--- src/rtl/i2c_txm_pkg.sv ---
package i2c_txm_pkg;

    typedef enum logic [3:0] {
        S_IDLE,
        S_START_SDA,
        S_START_SCL,
        S_WAIT,
        S_BIT_LOW,
        S_BIT_HIGH,
        S_ACK_LOW,
        S_ACK_HIGH,
        S_STOP_LOW,
        S_STOP_HIGH,
        S_STOP_DONE
    } txm_state_e;

endpackage

--- src/rtl/i2c_txm_tick.sv ---
module i2c_txm_tick #(
    parameter int BASE_DIV = 16,
    parameter int SEL_W    = 3
) (
    input  logic             clk,
    input  logic             rst_n,
    input  logic             run,
    input  logic [SEL_W-1:0] sel,
    output logic             tick
);
    localparam int HALF_BASE = BASE_DIV / 2;
    localparam int SEL_MAX   = (1 << SEL_W) - 1;
    localparam int MAX_HALF  = HALF_BASE << SEL_MAX;
    localparam int CNT_W     = $clog2(MAX_HALF + 1);

    logic [CNT_W-1:0] cnt;
    logic [CNT_W-1:0] half_m1;

    always_comb begin
        half_m1 = CNT_W'((HALF_BASE << sel) - 1);
        tick    = run && (cnt == half_m1);
    end

    always_ff @(posedge clk) begin
        if (!rst_n)
            cnt <= '0;
        else if (!run || tick)
            cnt <= '0;
        else
            cnt <= cnt + 1'b1;
    end


    half_count_bound_chk: assert property (@(posedge clk) disable iff (!rst_n)
        run |-> (cnt <= half_m1));

endmodule

--- src/rtl/i2c_txm_fsm.sv ---
module i2c_txm_fsm
    import i2c_txm_pkg::*;
#(
    parameter int DATA_W = 8,
    localparam int CNT_W = $clog2(DATA_W)
) (
    input  logic              clk,
    input  logic              rst_n,
    input  logic              tick,
    input  logic              start_req,
    input  logic              stop_req,
    input  logic              data_wr,
    input  logic [DATA_W-1:0] data_in,
    input  logic [CNT_W-1:0]  cfg_bit_count,
    input  logic              cfg_lsb_first,
    input  logic              cfg_no_ack,
    input  logic              cfg_irq_en,
    input  logic              flag_clr,
    input  logic              sda_in,
    output logic              run,
    output logic              scl_oe,
    output logic              sda_oe,
    output logic              busy,
    output logic              flag,
    output logic              irq,
    output logic              nack
);
    txm_state_e        state, state_nx;
    logic [DATA_W-1:0] shreg;
    logic [CNT_W-1:0]  bits_left;
    logic              lsb_q, noack_q;
    logic              cur_bit, take_byte, take_stop, last_bit, flag_set;

    always_comb begin
        cur_bit   = lsb_q ? shreg[0] : shreg[DATA_W-1];
        take_byte = (state == S_WAIT) && !flag && data_wr;
        take_stop = (state == S_WAIT) && !flag && stop_req && !data_wr;
        last_bit  = (bits_left == '0);
        flag_set  = tick && (((state == S_BIT_LOW) && last_bit && noack_q) ||
                             (state == S_ACK_LOW));
        run       = (state != S_IDLE) && (state != S_WAIT);
        irq       = flag && cfg_irq_en;
    end

    // next-state logic
    always_comb begin
        state_nx = state;
        unique case (state)
            S_IDLE:      if (start_req) state_nx = S_START_SDA;
            S_START_SDA: if (tick) state_nx = S_START_SCL;
            S_START_SCL: if (tick) state_nx = S_WAIT;
            S_WAIT: begin
                if (take_byte)      state_nx = S_BIT_LOW;
                else if (take_stop) state_nx = S_STOP_LOW;
            end
            S_BIT_LOW:   if (tick) state_nx = S_BIT_HIGH;
            S_BIT_HIGH: begin
                if (tick) begin
                    if (!last_bit)    state_nx = S_BIT_LOW;
                    else if (noack_q) state_nx = S_WAIT;
                    else              state_nx = S_ACK_LOW;
                end
            end
            S_ACK_LOW:   if (tick) state_nx = S_ACK_HIGH;
            S_ACK_HIGH:  if (tick) state_nx = S_WAIT;
            S_STOP_LOW:  if (tick) state_nx = S_STOP_HIGH;
            S_STOP_HIGH: if (tick) state_nx = S_STOP_DONE;
            S_STOP_DONE: if (tick) state_nx = S_IDLE;
            default:     state_nx = S_IDLE;
        endcase
    end

    // state register
    always_ff @(posedge clk) begin
        if (!rst_n) state <= S_IDLE;
        else        state <= state_nx;
    end

    // line outputs
    always_comb begin
        scl_oe = 1'b0;
        sda_oe = 1'b0;
        unique case (state)
            S_IDLE:      begin scl_oe = 1'b0; sda_oe = 1'b0;     end
            S_START_SDA: begin scl_oe = 1'b0; sda_oe = 1'b1;     end
            S_START_SCL: begin scl_oe = 1'b1; sda_oe = 1'b1;     end
            S_WAIT:      begin scl_oe = 1'b1; sda_oe = 1'b0;     end
            S_BIT_LOW:   begin scl_oe = 1'b1; sda_oe = !cur_bit; end
            S_BIT_HIGH:  begin scl_oe = 1'b0; sda_oe = !cur_bit; end
            S_ACK_LOW:   begin scl_oe = 1'b1; sda_oe = 1'b0;     end
            S_ACK_HIGH:  begin scl_oe = 1'b0; sda_oe = 1'b0;     end
            S_STOP_LOW:  begin scl_oe = 1'b1; sda_oe = 1'b1;     end
            S_STOP_HIGH: begin scl_oe = 1'b0; sda_oe = 1'b1;     end
            S_STOP_DONE: begin scl_oe = 1'b0; sda_oe = 1'b0;     end
            default:     begin scl_oe = 1'b0; sda_oe = 1'b0;     end
        endcase
    end

    // datapath and status
    always_ff @(posedge clk) begin
        if (!rst_n) begin
            shreg     <= '0;
            bits_left <= '0;
            lsb_q     <= 1'b0;
            noack_q   <= 1'b0;
            busy      <= 1'b0;
            flag      <= 1'b0;
            nack      <= 1'b0;
        end else begin
            if (take_byte) begin
                shreg     <= data_in;
                bits_left <= (cfg_bit_count == '0) ? CNT_W'(DATA_W - 1)
                                                   : cfg_bit_count - 1'b1;
                lsb_q     <= cfg_lsb_first;
                noack_q   <= cfg_no_ack;
            end else if ((state == S_BIT_HIGH) && tick && !last_bit) begin
                shreg     <= lsb_q ? (shreg >> 1) : (shreg << 1);
                bits_left <= bits_left - 1'b1;
            end
            if ((state == S_IDLE) && start_req)
                busy <= 1'b1;
            else if ((state == S_STOP_DONE) && tick)
                busy <= 1'b0;
            if (flag_set)
                flag <= 1'b1;
            else if (flag_clr)
                flag <= 1'b0;
            if ((state == S_ACK_HIGH) && tick)
                nack <= sda_in;
        end
    end


    sda_stable_high_chk: assert property (@(posedge clk) disable iff (!rst_n)
        (!scl_oe && !$past(scl_oe) && (sda_oe != $past(sda_oe))) |->
        ((state == S_START_SDA && sda_oe) || (state == S_STOP_DONE && !sda_oe)));


    flag_at_scl_rise_chk: assert property (@(posedge clk) disable iff (!rst_n)
        $rose(flag) |-> (!scl_oe && $past(scl_oe)));


    flag_hold_chk: assert property (@(posedge clk) disable iff (!rst_n)
        (flag && !flag_clr) |=> flag);


    scl_rise_blocked_chk: assert property (@(posedge clk) disable iff (!rst_n)
        ($past(scl_oe) && !scl_oe) |-> !$past(flag));


    busy_state_chk: assert property (@(posedge clk) disable iff (!rst_n)
        busy == (state != S_IDLE));


    ignore_write_chk: assert property (@(posedge clk) disable iff (!rst_n)
        (run && data_wr && !((state == S_BIT_HIGH) && tick)) |=> (shreg == $past(shreg)));

endmodule

--- src/rtl/i2c_tx_master.sv ---
module i2c_tx_master #(
    parameter int DATA_W   = 8,
    parameter int SEL_W    = 3,
    parameter int BASE_DIV = 16,
    localparam int CNT_W   = $clog2(DATA_W)
) (
    input  logic              clk,
    input  logic              rst_n,
    input  logic [SEL_W-1:0]  cfg_clk_sel,
    input  logic [CNT_W-1:0]  cfg_bit_count,
    input  logic              cfg_lsb_first,
    input  logic              cfg_no_ack,
    input  logic              cfg_irq_en,
    input  logic              start_req,
    input  logic              stop_req,
    input  logic              data_wr,
    input  logic [DATA_W-1:0] data_in,
    input  logic              flag_clr,
    input  logic              sda_in,
    output logic              scl_oe,
    output logic              sda_oe,
    output logic              bus_busy,
    output logic              frame_done,
    output logic              irq,
    output logic              ack_miss
);
    logic run, tick;

    i2c_txm_tick #(
        .BASE_DIV (BASE_DIV),
        .SEL_W    (SEL_W)
    ) u_tick (
        .clk   (clk),
        .rst_n (rst_n),
        .run   (run),
        .sel   (cfg_clk_sel),
        .tick  (tick)
    );

    i2c_txm_fsm #(
        .DATA_W (DATA_W)
    ) u_fsm (
        .clk           (clk),
        .rst_n         (rst_n),
        .tick          (tick),
        .start_req     (start_req),
        .stop_req      (stop_req),
        .data_wr       (data_wr),
        .data_in       (data_in),
        .cfg_bit_count (cfg_bit_count),
        .cfg_lsb_first (cfg_lsb_first),
        .cfg_no_ack    (cfg_no_ack),
        .cfg_irq_en    (cfg_irq_en),
        .flag_clr      (flag_clr),
        .sda_in        (sda_in),
        .run           (run),
        .scl_oe        (scl_oe),
        .sda_oe        (sda_oe),
        .busy          (bus_busy),
        .flag          (frame_done),
        .irq           (irq),
        .nack          (ack_miss)
    );

endmodule

--- config.mk ---
export PLATFORM = sky130hd
export DESIGN_NAME = i2c_tx_master
export DESIGN_NICKNAME = d
export VERILOG_FILES = /design/src/rtl/i2c_txm_pkg.sv /design/src/rtl/i2c_txm_tick.sv /design/src/rtl/i2c_txm_fsm.sv /design/src/rtl/i2c_tx_master.sv
export SDC_FILE = /design/constraint.sdc
export NUM_CORES = 1
export LEC_CHECK = 0
export CAP_MARGIN = 20
export CORE_MARGIN = 2
export CORE_UTILIZATION = 45
export DETAILED_ROUTE_END_ITERATION = 8
export DONT_BUFFER_PORTS = 1
export PLACE_DENSITY = 0.67
export SKIP_LAST_GASP = 1
export SYNTH_ARGS = -nofsm -noshare
export SYNTH_HDL_FRONTEND = slang
export SYNTH_HIERARCHICAL = 1
export SYNTH_SLANG_ARGS = --single-unit
--- constraint.sdc ---
create_clock -name clk -period 2.8 [get_ports clk]
set_input_delay 0.84 -clock clk [delete_from_list [all_inputs] [get_ports clk]]
set_output_delay 0.84 -clock clk [all_outputs]
set_load 0.005 [all_outputs]
**After elaboration in Yosys (flattened, before gate mapping)**

Cells that the tools add are included.

- Register bits: 31
- Latch bits: 0
- RAM bits: 0
- ROM bits: 0
- Bits of input ports: 24
- Output and inout bits: 6
- Word-level logic and storage cells: 99
- Memories kept: 0

- Add/sub/neg operators: 4
- $mul: 0
- Divide/modulo/power cells: 0
- Magnitude comparators: 0
- Equality and inequality tests: 22
- Shift operators: 1
- Multiplexer cells: 27
- Bitwise logic cells: 1
- Reductions and logical operators: 35

Operators with widths:

| cell | count |
|---|---|
| 4-bit 2-to-1 mux | 12 |
| 4-bit one-hot mux with 10 select lines | 1 |
| 8-bit 2-to-1 mux | 3 |
| 4-bit by 3-bit == test with 1-bit output, second input constant | 4 |
| 2-bit by 1-bit != test with 1-bit output, second input constant | 8 |
| 1-bit logical AND | 15 |
| 4-bit == test, second input constant | 3 |
| 3-bit 2-to-1 mux | 4 |
| 11-bit by 1-bit adder with 11-bit output, second input constant | 1 |
| 11-bit == test | 1 |
| 4-bit by 3-bit << shifter with 11-bit output, first input constant | 1 |
| 11-bit by 2-bit subtractor with 11-bit output, second input constant | 1 |
| 10-bit AND reduction | 1 |
| 4-bit by 2-bit == test with 1-bit output, second input constant | 2 |
| 3-bit zero test | 2 |
| 1-bit 2-to-1 mux | 6 |
| 2-bit nonzero test | 3 |
| 2-bit OR reduction | 3 |
| 3-bit by 1-bit subtractor with 3-bit output, second input constant | 2 |
| 1-bit zero test | 5 |
| 5-bit OR reduction | 1 |
| 4-bit by 1-bit == test with 1-bit output, second input constant | 1 |
| 4-bit zero test | 1 |
| 4-bit by 2-bit != test with 1-bit output, second input constant | 1 |
| 7 further kinds | 8 |

**Depth between registers and ports, before layout**

- Depth in word-level cells: 8
- Depth in mapped cells: 10
- Gate-level depth less buffers: 9

**Modules after synthesis**

Netlist, hierarchy kept.

By module, submodules not included:

| module | instances | cells each | area each (um^2) | sequential area each (um^2) |
|---|---|---|---|---|
| i2c_txm_fsm | 1 | 156 | 1301.2 | 400.4 |
| i2c_txm_tick | 1 | 78 | 669.4 | 220.2 |

**Worst setup path after synthesis**

No wires, ideal clock.

- Path kind: input to register
- Start point: in cfg_clk_sel[1]
- End point: reg u_fsm.bits_left[1]
- Library setup time: 0.070 ns
- Arrival: 2.878 ns
- Required time: 2.730 ns
- Slack: -0.148 ns
- Stages: 9
- Buffers on the path: 1
- Cell sequence: buf_4 -> or4_1 -> o22ai_1 -> o221a_2 -> and3_2 -> nand4b_4 -> nor3_4 -> mux2_2 -> a21oi_1

- Cells in the longest elaborated chain, start to end: 7

RTL lines:

| element | line | RTL |
|---|---|---|
| start: declaration | i2c_tx_master.sv:9 | `input logic [SEL_W-1:0] cfg_clk_sel,` |
| 4-bit by 3-bit << shifter with 11-bit output | i2c_txm_tick.sv:20 | `half_m1 = CNT_W'((HALF_BASE << sel) - 1);` |
| 11-bit by 2-bit subtractor with 11-bit output | i2c_txm_tick.sv:20 |  |
| 11-bit == test | i2c_txm_tick.sv:21 | `tick = run && (cnt == half_m1);` |
| 1-bit logical AND | i2c_txm_tick.sv:21 |  |
| net tick | i2c_tx_master.sv:27 | `logic run, tick;` |
| 1-bit logical AND (2 in series) | i2c_txm_fsm.sv:116 | `end else if ((state == S_BIT_HIGH) && tick && !last_bit) begin` |
| 2-bit nonzero test (no line) | -- |  |
| end signal: assignment | i2c_txm_fsm.sv:112 | `bits_left <= (cfg_bit_count == '0) ? CNT_W'(DATA_W - 1)` |
| end signal: assignment | i2c_txm_fsm.sv:118 | `bits_left <= bits_left - 1'b1;` |
| end: declaration | i2c_txm_fsm.sv:30 | `logic [CNT_W-1:0] bits_left;` |

The timed path passes the listed nets, and every way through them passes these cells.
A chain may end at the register's enable or synchronous reset.

**Worst setup path in the final report**

- Start point: in cfg_clk_sel[2]
- End point: reg u_fsm.shreg[6]

- Cells in the longest elaborated chain, start to end: 7

RTL lines:

| element | line | RTL |
|---|---|---|
| 4-bit by 3-bit << shifter with 11-bit output | i2c_txm_tick.sv:20 |  |
| 11-bit by 2-bit subtractor with 11-bit output | i2c_txm_tick.sv:20 |  |
| 11-bit == test | i2c_txm_tick.sv:21 |  |
| 1-bit logical AND | i2c_txm_tick.sv:21 |  |
| net tick | i2c_tx_master.sv:27 |  |
| 1-bit logical AND (2 in series) | i2c_txm_fsm.sv:116 |  |
| 2-bit nonzero test (no line) | -- |  |
| end signal: assignment | i2c_txm_fsm.sv:111 | `shreg <= data_in;` |
| end signal: assignment | i2c_txm_fsm.sv:117 | `shreg <= lsb_q ? (shreg >> 1) : (shreg << 1);` |
| end: declaration | i2c_txm_fsm.sv:29 | `logic [DATA_W-1:0] shreg;` |

The timed path passes the listed nets, and every way through them passes these cells.

==> flow_summary.ini <==
[cts]
cts_made_buffers = 5
numClockSinks = 31
cts.htree.levels = 2
cts_buffer_depth = 2
clkTransAtPathRegs_ns = 0.06
ctsHoldBuffers = 0
ctsResizeCount = 0
cts_setup_buffers = 0
clock_latency_ns = 0.28
cts_tree = done
root_buffer = clkbuf_8

[floorplan]
io_pins = 30
fp.dieH_um = 70.18
dieWidth_um = 70.18
coreArea_um2 = 4294
row_count = 24
fp.dieArea_um2 = 4925
start_util_pct = 45.89

[place]
placed_area_um2 = 2017
port_buffers = 0
dp.cells = 279
dp_hpwl_um = 2950
gp_congestion = 0.8227
dpl_worst_slack_ns = -0.1606

[setup_path]
worstSetupEndpointType = flop
crit_path_start_kind = input pin
crit_type = in2reg
worst_ep_required_time_ns = 2.96
reg2reg_depth = 8
critPathMaxFanout = 11
critical_path_arrival_ns = 2.85

[cells_and_area]
area_growth_pct = 6.794
instances_no_fill = 286
nets = 263
final_cell_mix = dfxtp_1 (31), nand2_1 (16), nand3_1 (13)
final_area_um2 = 2105
seq_area_um2 = 620.6
drive_gt1_share_pct = 15.38
num-fill-cells = 420
multi_input_area_um2 = 1230
mostFrequentLayoutCell = dfxtp_1
diodes = 0

[synth]
async_reset_ff_share_pct = 0
synth_seq_area_share_pct = 31.49
synthCells = 234
synth_nets = 263
yosysWarnings = 6
synth_edf_count = 0
synth_ff_type = dfxtp_1
yosysUniqueCellTypes = 55
ys_seq_elements = 31
syn_area_um2 = 1971
synthesis.area_per_instance_um2 = 8.422

[global_route]
grt_pass1_wl_um = 7017
antenna_found_initial = 0
overflow = 0
grt_pass1_vias = 1567
grt_max_degree = 20
grt_use_total_pct = 17.41

[timing]
tightestPinTransition_ns = 0.5628
finClkSkew_ns = 0.006977
max_slew_margin_pct = 62.43
drv_slew = 0
min_period_ns = 2.685
hold_viol_final = 0
rsz0062_at_grt = false
setup_viol = 0
finalCritPeriodShare_pct = 95.89
worst_slack_ns = 0.1151
fmax_mhz = 372.4

[drt]
ant_nets = 0
vias = 1678
drtPass1Iterations = 4
routed_via_density = 5.867
wl_per_cell_um = 14.54
routed_wl_um = 4158
drc = 0
drt_iter0_drc = 104

[pwr]
power.leakage_nw = 0.7522
peakVddDrop_v = 0.0004474
powerDensity_nw_per_um2 = 625.2

[min_path]
hp-class = reg2reg
hold_depth = 1

[flow_run]
drv_cap = 0

[outcome]
outcome = complete, no violations
report_power, final:
group	total [mW]	switching (mW)	internal (mW)	leakage [nW]
Clock	0.350	0.157	0.192	0.0470
Combinational	0.434	0.253	0.181	0.454
Sequential	0.532	0.0494	0.483	0.251
sequential cells by signal (all words and copies together) (netlist names):
name	flops
u_tick/cnt	11
u_fsm/shreg	8
u_fsm/state	4
u_fsm/bits_left	3
u_fsm/busy	1
u_fsm/flag	1
u_fsm/lsb_q	1
u_fsm/nack	1
u_fsm/noack_q	1
synthesized netlist by cell type, types with 2 or more instances:
cell type	n	area, µm²
nor3_1	3	15.01
a22oi_1	7	52.55
ha_1	5	62.56
or3_1	2	12.51
mux2i_1	3	30.03
a21o_1	2	15.01
o22ai_1	3	18.77
nor2b_1	4	25.02
nand4_1	5	31.28
a31oi_1	4	25.02
buf_2	3	15.01
nand2b_1	4	25.02
mux2_2	7	78.83
clkbuf_1	5	18.77
nand2_1	18	67.56
o21ai_0	11	55.05
and2_1	2	12.51
o31ai_1	2	15.01
dfxtp_1	31	620.6
nand3_1	15	75.07
buf_6	2	22.52
nor2_1	12	45.04
a21boi_0	6	45.04
buf_4	4	30.03
a21oi_1	12	60.06
a211oi_1	12	90.09
inv_1	9	33.78
xnor2_1	10	87.58
nor4_1	2	12.51
xor2_1	3	26.28
nand3b_1	2	15.01
cell families (layout without fill, tap and decap cells):
family          count (synthesis)  after routing  synth area share (%)
flops                          31             31                 31.49
mux                            10             10                 5.524
compound gates                 68             68                 23.24
simple gates                   82             82                 23.75
fa+ha+maj                       5              5                 3.175
xor+xnor                       13             13                 5.778
buf+inv                        25             25                 7.047
path summary, 6_finish.rpt:
path	from	endpoint	slack [ns]
hold reg to reg	u_tick/cnt[0]	u_tick/cnt[0]	0.46
setup reg to reg	u_tick/cnt[7]	u_fsm/shreg[6]	0.28
hold / removal	u_tick/cnt[0]	u_tick/cnt[0]	0.46
setup / recovery	cfg_clk_sel[2]	u_fsm/shreg[6]	0.12
critical path, cell delays in order:
cell      delay (ns)
or4_1           0.49
o22ai_1         0.16
o221a_2         0.22
and3_4          0.20
nand4b_4        0.10
or3_1           0.57
nand3_1         0.15
a21boi_0        0.09
cell type report:
class,count,share of cell area (%)
clock buffer,6,3.924
clock inverter,1,0.2378
inverter,9,1.605
multi-input combinational,178,58.44
sequential,31,29.49
tap,52,3.092
timing repair buffer,9,3.210
through the flow:
step           hold slack, ns  TNS, ns  power [mW]  utilization [%]
2_1_floorplan          0.4229  -0.4494      0.8851                -
3_3_place_gp           0.4438   -1.150      0.9705            46.97
3_5_place_dp           0.4485   -1.430      0.9706            46.97
4_1_cts                0.4569        0       1.326            49.01
5_1_grt                0.4817        0       1.404            49.01
6_report               0.4586        0       1.316            49.01
per-layer routing:
metal	GRT usage (%)	wire, µm	vias to the layer above
li1	-	-	854
met1	22.90	2028	782
met2	27.62	1898	37
met3	4.762	197	5
met4	5.769	34	0
met5	0	0	-
Note: power is estimated with default switching activity, not from simulation.
